===== config.mk =====
export PLATFORM = sky130hd
export DESIGN_NAME = net_time_sync
export DESIGN_NICKNAME = d
export VERILOG_FILES = /design/src/rtl/nts_pkg.sv /design/src/rtl/nts_sync_ctrl.sv /design/src/rtl/nts_counter.sv /design/src/rtl/nts_carry.sv /design/src/rtl/nts_rdport.sv /design/src/rtl/net_time_sync.sv
export SDC_FILE = /design/constraint.sdc
export NUM_CORES = 1
export LEC_CHECK = 0
export CAP_MARGIN = 20
export CORE_MARGIN = 10
export CORE_UTILIZATION = 25
export CTS_BUF_LIST = sky130_fd_sc_hd__clkbuf_4
export DETAILED_ROUTE_END_ITERATION = 8
export SLEW_MARGIN = 20
export SYNTH_ARGS = -nofsm -noshare
export SYNTH_HDL_FRONTEND = slang
export SYNTH_SLANG_ARGS = --single-unit

===== constraint.sdc =====
create_clock -name clk -period 3 [get_ports clk]
set_input_delay 0.6 -clock clk [delete_from_list [all_inputs] [get_ports clk]]
set_output_delay 0.6 -clock clk [all_outputs]
set_load 0.005 [all_outputs]

===== src/rtl/nts_pkg.sv =====
package nts_pkg;
   typedef enum logic [1:0] {
      ADJ_NONE = 2'd0,
      ADJ_SLOW = 2'd1,
      ADJ_FAST = 2'd2
   } adj_e;
endpackage


===== src/rtl/nts_sync_ctrl.sv =====
module nts_sync_ctrl
   import nts_pkg::*;
#(
   parameter int          ID_W    = 8,
   parameter int          CNT_W   = 16,
   parameter logic [ID_W-1:0] MID_RST = '0
) (
   input  logic             clk,
   input  logic             rst_n,
   input  logic             soft_rst,
   input  logic             mid_wr,
   input  logic [ID_W-1:0]  mid_wdata,
   input  logic [ID_W-1:0]  node_id,
   input  logic             stop_i,
   input  logic             tick_i,
   input  logic             rx_valid,
   input  logic [ID_W-1:0]  rx_src,
   input  logic [CNT_W-1:0] rx_time,
   input  logic [CNT_W-1:0] cnt_i,
   output logic             is_master,
   output logic             load_o,
   output logic [CNT_W-1:0] load_val_o,
   output adj_e             adj_o
);
   localparam logic signed [CNT_W-1:0] LEAD_MIN = CNT_W'(2);

   logic [ID_W-1:0]         mid_q;
   logic                    stop_q;
   logic                    armed_q;
   adj_e                    adj_q, adj_d;
   logic                    arm_evt;
   logic                    accept;
   logic signed [CNT_W-1:0] phase_diff;
   adj_e                    adj_cls;

   assign is_master  = (mid_q == node_id);
   assign arm_evt    = soft_rst | mid_wr | (stop_q & ~stop_i);
   assign accept     = rx_valid & ~is_master & (rx_src == mid_q) & ~stop_i;
   assign load_o     = accept & armed_q;
   assign load_val_o = rx_time;
   assign phase_diff = $signed(cnt_i - rx_time);
   assign adj_o      = adj_q;

   always_comb begin
      if (phase_diff >= LEAD_MIN)  adj_cls = ADJ_SLOW;
      else if (phase_diff < 0)     adj_cls = ADJ_FAST;
      else                         adj_cls = ADJ_NONE;
   end

   always_comb begin
      adj_d = adj_q;
      if (arm_evt)                 adj_d = ADJ_NONE;
      else if (accept)             adj_d = armed_q ? ADJ_NONE : adj_cls;
      else if (tick_i && !stop_i)  adj_d = ADJ_NONE;
   end

   always_ff @(posedge clk or negedge rst_n) begin
      if (!rst_n) begin
         mid_q   <= MID_RST;
         stop_q  <= 1'b0;
         armed_q <= 1'b1;
         adj_q   <= ADJ_NONE;
      end else begin
         if (mid_wr) mid_q <= mid_wdata;
         stop_q <= stop_i;
         adj_q  <= adj_d;
         if (arm_evt)     armed_q <= 1'b1;
         else if (load_o) armed_q <= 1'b0;
      end
   end

   // a preset consumes the arming
   assert_preset_once_R4: assert property (@(posedge clk) disable iff (!rst_n)
      (load_o && !arm_evt) |=> !armed_q)
      else $error("preset did not disarm");

   // every re-arm event leaves the preset armed
   assert_rearm_R5: assert property (@(posedge clk) disable iff (!rst_n)
      arm_evt |=> armed_q)
      else $error("re-arm event lost");

   // stop mode never lets a word through
   assert_stop_deaf_R9: assert property (@(posedge clk) disable iff (!rst_n)
      stop_i |-> !load_o)
      else $error("load while stopped");
endmodule


===== src/rtl/nts_counter.sv =====
module nts_counter
   import nts_pkg::*;
#(
   parameter int CNT_W = 16
) (
   input  logic             clk,
   input  logic             rst_n,
   input  logic             tick_i,
   input  logic             stop_i,
   input  logic             load_i,
   input  logic [CNT_W-1:0] load_val_i,
   input  adj_e             adj_i,
   output logic [CNT_W-1:0] cnt_o,
   output logic [CNT_W-1:0] cnt_nxt_o
);
   logic [CNT_W-1:0] cnt_q, cnt_d;

   always_comb begin
      cnt_d = cnt_q;
      if (load_i) begin
         cnt_d = load_val_i;
      end else if (tick_i && !stop_i) begin
         unique case (adj_i)
            ADJ_SLOW: cnt_d = cnt_q;
            ADJ_FAST: cnt_d = cnt_q + CNT_W'(2);
            default:  cnt_d = cnt_q + CNT_W'(1);
         endcase
      end
   end

   always_ff @(posedge clk or negedge rst_n) begin
      if (!rst_n) cnt_q <= '0;
      else        cnt_q <= cnt_d;
   end

   assign cnt_o     = cnt_q;
   assign cnt_nxt_o = cnt_d;

   // plain tick steps by one
   assert_step_R2: assert property (@(posedge clk) disable iff (!rst_n)
      (tick_i && !stop_i && !load_i && adj_i == ADJ_NONE) |=> cnt_q == $past(cnt_q) + CNT_W'(1))
      else $error("plain tick step wrong");

   // preset lands in one edge
   assert_preset_R4: assert property (@(posedge clk) disable iff (!rst_n)
      load_i |=> cnt_q == $past(load_val_i))
      else $error("preset value not loaded");

   // slow correction swallows the tick
   assert_slow_R6: assert property (@(posedge clk) disable iff (!rst_n)
      (tick_i && !stop_i && !load_i && adj_i == ADJ_SLOW) |=> $stable(cnt_q))
      else $error("slow correction ignored");

   // fast correction adds an extra count
   assert_fast_R7: assert property (@(posedge clk) disable iff (!rst_n)
      (tick_i && !stop_i && !load_i && adj_i == ADJ_FAST) |=> cnt_q == $past(cnt_q) + CNT_W'(2))
      else $error("fast correction wrong");

   // stop mode freezes the count
   assert_hold_stop_R9: assert property (@(posedge clk) disable iff (!rst_n)
      (stop_i && !load_i) |=> $stable(cnt_q))
      else $error("count moved while stopped");
endmodule


===== src/rtl/nts_carry.sv =====
module nts_carry #(
   parameter int CNT_W = 16,
   parameter int SEL_W = $clog2(CNT_W)
) (
   input  logic             clk,
   input  logic             rst_n,
   input  logic             tick_i,
   input  logic             stop_i,
   input  logic [SEL_W-1:0] sel_i,
   input  logic [CNT_W-1:0] cnt_i,
   input  logic [CNT_W-1:0] cnt_nxt_i,
   output logic             carry_n
);
   logic [CNT_W-1:0] flip;
   logic             flip_sel;
   logic             act_q;

   for (genvar b = 0; b < CNT_W; b++) begin : g_flip
      assign flip[b] = cnt_nxt_i[b] ^ cnt_i[b];
   end

   assign flip_sel = flip[sel_i];

   always_ff @(posedge clk or negedge rst_n) begin
      if (!rst_n)        act_q <= 1'b0;
      else if (flip_sel) act_q <= 1'b1;
      else if (tick_i)   act_q <= 1'b0;
   end

   assign carry_n = ~act_q;

   // pulse level only moves on a tick or a watched-bit change
   assert_carry_width_R10: assert property (@(posedge clk) disable iff (!rst_n)
      (!tick_i && !flip_sel) |=> $stable(carry_n))
      else $error("carry changed between ticks");

   // a tick in stop mode ends any pulse
   assert_carry_stop_R9: assert property (@(posedge clk) disable iff (!rst_n)
      (stop_i && tick_i) |=> carry_n)
      else $error("carry active while stopped");
endmodule


===== src/rtl/nts_rdport.sv =====
module nts_rdport #(
   parameter int CNT_W = 16,
   parameter int BUS_W = 8
) (
   input  logic             clk,
   input  logic             rst_n,
   input  logic             rd_en,
   input  logic             rd_addr,
   input  logic [CNT_W-1:0] cnt_i,
   output logic [BUS_W-1:0] rd_data
);
   logic [BUS_W-1:0] hi_q;

   always_ff @(posedge clk or negedge rst_n) begin
      if (!rst_n)                 hi_q <= '0;
      else if (rd_en && !rd_addr) hi_q <= cnt_i[CNT_W-1:BUS_W];
   end

   assign rd_data = rd_addr ? hi_q : cnt_i[BUS_W-1:0];

   // low-byte read freezes the matching high byte
   assert_hi_latch_R11: assert property (@(posedge clk) disable iff (!rst_n)
      (rd_en && !rd_addr) |=> hi_q == $past(cnt_i[CNT_W-1:BUS_W]))
      else $error("high byte not captured");

   // odd-address reads do not disturb the captured byte
   assert_hi_hold_R11: assert property (@(posedge clk) disable iff (!rst_n)
      !(rd_en && !rd_addr) |=> $stable(hi_q))
      else $error("captured byte changed");
endmodule


===== src/rtl/net_time_sync.sv =====
module net_time_sync
   import nts_pkg::*;
#(
   parameter int              ID_W    = 8,
   parameter int              BUS_W   = 8,
   parameter int              CNT_W   = 2 * BUS_W,
   parameter int              SEL_W   = $clog2(CNT_W),
   parameter logic [ID_W-1:0] MID_RST = '0
) (
   input  logic             clk,
   input  logic             rst_n,
   input  logic             soft_rst,
   input  logic [ID_W-1:0]  node_id,
   input  logic             mid_wr,
   input  logic [ID_W-1:0]  mid_wdata,
   input  logic             stop_mode,
   input  logic             tick_in,
   input  logic [SEL_W-1:0] carry_sel,
   input  logic             rx_valid,
   input  logic [ID_W-1:0]  rx_src,
   input  logic [CNT_W-1:0] rx_time,
   input  logic             rd_en,
   input  logic             rd_addr,
   output logic [BUS_W-1:0] rd_data,
   output logic             carry_n,
   output logic             is_master
);
   if (CNT_W != 2 * BUS_W) begin : g_bad_width
      $error("count width must be two bus bytes");
   end
   if ((1 << SEL_W) != CNT_W) begin : g_bad_sel
      $error("carry select must span the count exactly");
   end
   if (ID_W < 1) begin : g_bad_id
      $error("identifier width must be positive");
   end

   logic             load;
   logic [CNT_W-1:0] load_val;
   adj_e             adj;
   logic [CNT_W-1:0] cnt, cnt_nxt;

   nts_sync_ctrl #(.ID_W(ID_W), .CNT_W(CNT_W), .MID_RST(MID_RST)) u_ctrl (
      .clk        (clk),
      .rst_n      (rst_n),
      .soft_rst   (soft_rst),
      .mid_wr     (mid_wr),
      .mid_wdata  (mid_wdata),
      .node_id    (node_id),
      .stop_i     (stop_mode),
      .tick_i     (tick_in),
      .rx_valid   (rx_valid),
      .rx_src     (rx_src),
      .rx_time    (rx_time),
      .cnt_i      (cnt),
      .is_master  (is_master),
      .load_o     (load),
      .load_val_o (load_val),
      .adj_o      (adj)
   );

   nts_counter #(.CNT_W(CNT_W)) u_cnt (
      .clk        (clk),
      .rst_n      (rst_n),
      .tick_i     (tick_in),
      .stop_i     (stop_mode),
      .load_i     (load),
      .load_val_i (load_val),
      .adj_i      (adj),
      .cnt_o      (cnt),
      .cnt_nxt_o  (cnt_nxt)
   );

   nts_carry #(.CNT_W(CNT_W), .SEL_W(SEL_W)) u_carry (
      .clk       (clk),
      .rst_n     (rst_n),
      .tick_i    (tick_in),
      .stop_i    (stop_mode),
      .sel_i     (carry_sel),
      .cnt_i     (cnt),
      .cnt_nxt_i (cnt_nxt),
      .carry_n   (carry_n)
   );

   nts_rdport #(.CNT_W(CNT_W), .BUS_W(BUS_W)) u_rd (
      .clk     (clk),
      .rst_n   (rst_n),
      .rd_en   (rd_en),
      .rd_addr (rd_addr),
      .cnt_i   (cnt),
      .rd_data (rd_data)
   );

   // a master node never presets from the network
   assert_master_deaf_R3: assert property (@(posedge clk) disable iff (!rst_n)
      (is_master && !tick_in) |=> $stable(cnt))
      else $error("master count disturbed by a word");
endmodule


# After elaboration in Yosys (flattened, before gate mapping)
# Cells that the tools add are included.
# classes
addsub	3
order_cmp	3
n_eq_ne	4
muxes	16
n_bitwise	26
reduce_logical	7
# ops
cell	count
16-bit 2-to-1 mux	2
16-bit case mux with 2 select lines	1
16-bit by 1-bit adder with 16-bit output, second input constant	1
16-bit by 2-bit adder with 16-bit output, second input constant	1
8-bit equality test	2
16-bit by 3-bit greater-or-equal comparator with 1-bit output, second input constant	1
16-bit by 1-bit less-than comparator with 1-bit output, second input constant	1
16-bit subtractor	1
1-bit bitwise XOR	16
2-bit 2-to-1 mux	6
8-bit 2-to-1 mux	1
1-bit AND	5
4-bit by 5-bit less-than comparator with 1-bit output, second input constant	1
1-bit 2-to-1 mux	5
1-bit binary-select mux with 4-bit select	1
2-bit nonzero test	2
1-bit NOT	3
3-bit nonzero test	1
2-bit by 1-bit equality test with 1-bit output, second input constant	1
2-bit equality test, second input constant	1
1-bit logical AND	2
1-bit zero test	2
1-bit bitwise OR	2
# totals
register_bits	37
in_bits	53
output_inout_bits	10
wordCells	66

# Depth between registers and ports, before layout
# depth
depth_word	11
depth_mapped	13
depth_no_buf	13

# By module
# From an unflattened synthesis, not the netlist that was laid out.
# unflattened
hier_cells	471
hier_area_um2	3975.1
# by_module_without_submodules
module	instances	cells_per_inst	area_each_um2	seq_area_each_um2
nts_counter	1	214	1625.3	400.4
nts_sync_ctrl	1	198	1580.3	301.5
nts_rdport	1	27	450.4	200.2
nts_carry	1	32	319.1	25.0

# Least setup slack after synthesis
# OpenSTA, ideal clock, no wires.
# synth_timing
kind	input-to-reg
startpoint	input node_id[1]
endpoint	register u_carry.act_q
setup_time_ns	0.139
arrival_ns	2.898
slack_ns	-0.037
stages	9
path_cell_list	xor2_1 > nor4_2 > nand2_1 > nand3_2 > mux2_2 > xnor2_1 > mux4_2 > a2111oi_2 > nor4_1
# synth_between
elab_chain_len	11
elab_cells_between_ends	27
# synth_lines
item	line_no	rtl
start, declared	net_time_sync.sv:13	input logic [ID_W-1:0] node_id,
8-bit equality test (*)	nts_sync_ctrl.sv:36	assign is_master = (mid_q == node_id);
1-bit NOT (*)	nts_sync_ctrl.sv:38	assign accept = rx_valid & ~is_master & (rx_src == mid_q) & ~stop_i;
1-bit AND (*) (3 in series)	nts_sync_ctrl.sv:38	
1-bit AND (*)	nts_sync_ctrl.sv:39	assign load_o = accept & armed_q;
16-bit 2-to-1 mux (*)	nts_counter.sv:20	if (load_i) begin
1-bit bitwise XOR	nts_carry.sv:19	assign flip[b] = cnt_nxt_i[b] ^ cnt_i[b];
1-bit binary-select mux with 4-bit select (*)	nts_carry.sv:22	assign flip_sel = flip[sel_i];
1-bit 2-to-1 mux (implied by the code) (*)	nts_carry.sv:22	
1-bit 2-to-1 mux / 2-bit nonzero test (equally long branches)	-	
end signal, assigned	nts_carry.sv:25	if (!rst_n) act_q <= 1'b0;
end signal, assigned	nts_carry.sv:26	else if (flip_sel) act_q <= 1'b1;
end signal, assigned	nts_carry.sv:27	else if (tick_i) act_q <= 1'b0;
end, declared	nts_carry.sv:16	logic act_q;
# Every way passes the cells marked *; elsewhere a longest branch is shown, timed or not. The select of a mux whose other input is x is not followed.
# A chain may end at the register's enable or synchronous reset.

# Worst setup path after layout
# layout_timing
startpoint	input rx_src[2]
endpoint	register u_carry.act_q
# layout_between
elab_chain_len	9
elab_cells_between_ends	25
# layout_lines
item	line_no	rtl
start, declared	net_time_sync.sv:20	input logic [ID_W-1:0] rx_src,
8-bit equality test (*)	nts_sync_ctrl.sv:38	
1-bit AND (*) (2 in series)	nts_sync_ctrl.sv:38	
1-bit AND (*)	nts_sync_ctrl.sv:39	
16-bit 2-to-1 mux (*)	nts_counter.sv:20	
1-bit bitwise XOR	nts_carry.sv:19	
1-bit binary-select mux with 4-bit select (*)	nts_carry.sv:22	
1-bit 2-to-1 mux (implied by the code) (*)	nts_carry.sv:22	
1-bit 2-to-1 mux / 2-bit nonzero test (equally long branches)	-	
# Marked as above.

==> metrics.txt <==
status=complete, no violations; Mapped Nets=561; row count=45; number of flops mapped to enable cells by yosys=0; Hold WS=roughly 0.33 ns; required time worst endpoint=3.27 ns; Max Cap Viol=0; Tightest Pin Transition=about 0.93 ns; Psw=slightly above 1 mW; number of vias per cell=between 5 and 6; Setup crit start kind=primary input; Pleak=around 2.5 nW; chip height=between 100 and 150 um; Antenna Nets Post-Route=0; vias in the first global route=around 4,300; root buffer cell=clkbuf_4; Die Width=145 um; top cell type by total area after synthesis=dfrtp_1; worst r2r dst=u_carry.act_q; FILL cells=about 1,600; first-pass GRT wire length=~24,000 um; Total Power=approximately 2.4 mW; Synth top area share=0.230; Pins Over Slew Limit=0; Num CTS Buffers=5; reg-to-reg slack, setup=roughly 0.040 ns; slowest CP cell=clkdlybuf4s50_1; Bufs on Longest Clock Path=2; clock power share=0.125; Most common cell on crit path=a2111oi_4; FFs w/ async S/R, synth=1.00; ranking of synthesized cells by area=dfrtp_1, mux2_2, ha_1; GRT Total Usage=0.136; cts hold-fix bufs=0; most frequent cells in the layout=buf_4, clkdlybuf4s50_1, nand2_1, dfrtp_1, inv_1; Relative slew margins=0.380; Cell Chain, Critical Path=clkdlybuf4s50_1 > xnor2_2 > nand3_1 > a2111oi_4 > and2_4 > o21ai_0 > mux2_4 > mux4_2 > a2111oi_4 > nor4_2; Peak VDD IR=around 0.00018 V; FF-to-FF path depth=11; Post-Syn Area=around 3900 sq um; crit path DAT=~3.3 ns; core footprint=around 15,000 sq um; Top delay family on crit path=compound AO/OA/AOI/OAI gates; layout cell share with drive strength beyond 1=0.296; period utilization=0.999; commonest non-fill, non-tap cell in the layout=buf_4; CP peak stage delay=approximately 0.5 ns; Cells after Synth=approximately 500; register share of total power=0.268; Hold Path Class=primary input to async pin; Avg Inst Size Synth=between 8 and 9 sq um; Routed WL=about 15,000 um; Worst Setup End Kind=register; Skew-Pair Late Insertion Delay=roughly 0.38 ns; RD Place Congestion=a little under 1; Net Sw Frac=0.416; FF-to-FF Start=u_ctrl.adj_o[0]; H-tree depth=2; Setup Crit Path Kind=primary input to register; worst path bufs/invs=1; CTS Sinks=37; PwrDens=roughly 420 nW/um^2; Tmin final=roughly 3 ns; Yosys Warn Count=0; Final setup violation count=0; DRC Markers=0; worst-path maximum fanout=3; I/O Buffers=just over 60; Pre-antenna DRT Iters=5; Layout Area Growth over Synthesis=47.0%; IO Count=63; DRT iter0 DRCs=between 400 and 500; Synth Flop Type=dfrtp_1; clk_skew=a little over 0.008 ns; clock slew at reported path FFs=roughly 0.13 ns; largest net degree at the start of global routing=38; CTS tree=built; via count=~4,300; fmax=~0.33 GHz; fin nets=just over 700; total gr overflow=0; Initial Util=0.256; P_int=between 1 and 1.5 mW; initial antenna violation count=1; Final Hold Fails=0; Die ar.=roughly 21,000 sq um; routed length per instance=17.3 um; DP HPWL=12,000 um; RSZ-0062 raised after global routing=yes; Netlist cell types=65; sequential area share after synthesis=0.237; combinational share of power=0.607; synthesis-stage register bit count=37
-- metal layers --
layer / global-route usage / share of wire
met5: 0 / 0
met4: 0.0415 / 0.020
met3: 0.0180 / 0.046
met2: 0.231 / 0.49
met1: 0.175 / 0.44
-- metrics by stage --
step / setup slack, ns / utilization / setup TNS, ns / instance area [sq um] / instances
after floorplan: 0.00489 / - / 0 / 3930 / 488
after global placement: -0.730 / 0.356 / -1.90 / 5440 / 831
after detailed placement: -0.777 / 0.356 / -2.06 / 5440 / 831
after CTS: -0.0248 / 0.371 / -0.0248 / 5660 / 849
after global routing: -0.0865 / 0.377 / -0.141 / 5750 / 851
final: 0.00319 / 0.377 / 0 / 5750 / 851
-- cells in the mapped netlist (16+ instances only) --
| cell | count |
|---|---|
| nand2_1 | 45 |
| dfrtp_1 | 36 |
| inv_1 | 35 |
| nor2_1 | 33 |
| a21oi_1 | 30 |
| mux2_2 | 30 |
| clkbuf_1 | 28 |
| xnor2_1 | 22 |
| o21ai_0 | 20 |
| ha_1 | 19 |
| nand3_1 | 19 |
| xor2_1 | 16 |
-- registers in the layout (all words and copies together), names as in the netlist --
signal          cells
u_carry.act_q       1
u_cnt.cnt_o        16
u_ctrl.adj_o        2
u_ctrl.armed_q      1
u_ctrl.mid_q        8
u_ctrl.stop_q       1
u_rd.hi_q           8
-- how the worst max path moves through the flow --
stage,from,to,slack [ns],cells past startpoint
2_1_floorplan,node_id[2],u_carry.act_q,0.005,9
3_3_place_gp,rx_time[0],u_ctrl.adj_o[0],-0.73,13
3_5_place_dp,rx_time[0],u_ctrl.adj_o[0],-0.78,13
4_1_cts,u_cnt.cnt_o[0],u_ctrl.adj_o[0],-0.02,13
5_1_grt,rx_src[0],u_carry.act_q,-0.09,11
6_report,rx_src[2],u_carry.act_q,0.003,10
-- area by class of cell --
type,count,area [sq um],area share
Multi-Input combinational cell,387,2940,0.512
Timing Repair Buffer,172,1430,0.248
Sequential cell,37,927,0.161
Tap cell,211,264,0.0459
Inverter,35,131,0.0228
Clock buffer,7,52.6,0.00914
Clock inverter,1,3.75,0.000653
Antenna cell,1,2.50,0.000435
-- what timing repair did --
action,in CTS,in global routing
resized for setup,32,18
gates cloned,0,0
setup buffers,11,1
pin swaps,10,3
endpoints found under the setup margin,4,4
-- power groups by stage --
stage	clock network [mW]	registers, mW	logic, mW
CTS	0.307	0.644	1.44
finish	0.303	0.650	1.47
global route	0.330	0.659	1.62
global placement	0	0.649	1.40
detailed placement	0	0.651	1.40
floorplan	0	0.612	0.788
-- cells by family after synthesis --
group / count (synthesis) / share of synthesized area
simple gates: 174 / 0.232
compound gates: 113 / 0.199
buf+inv: 64 / 0.0614
mux: 42 / 0.120
xor+xnor: 38 / 0.0851
flops: 37 / 0.237
fa+ha+maj: 20 / 0.0659
(Power assumes the default switching activity.)
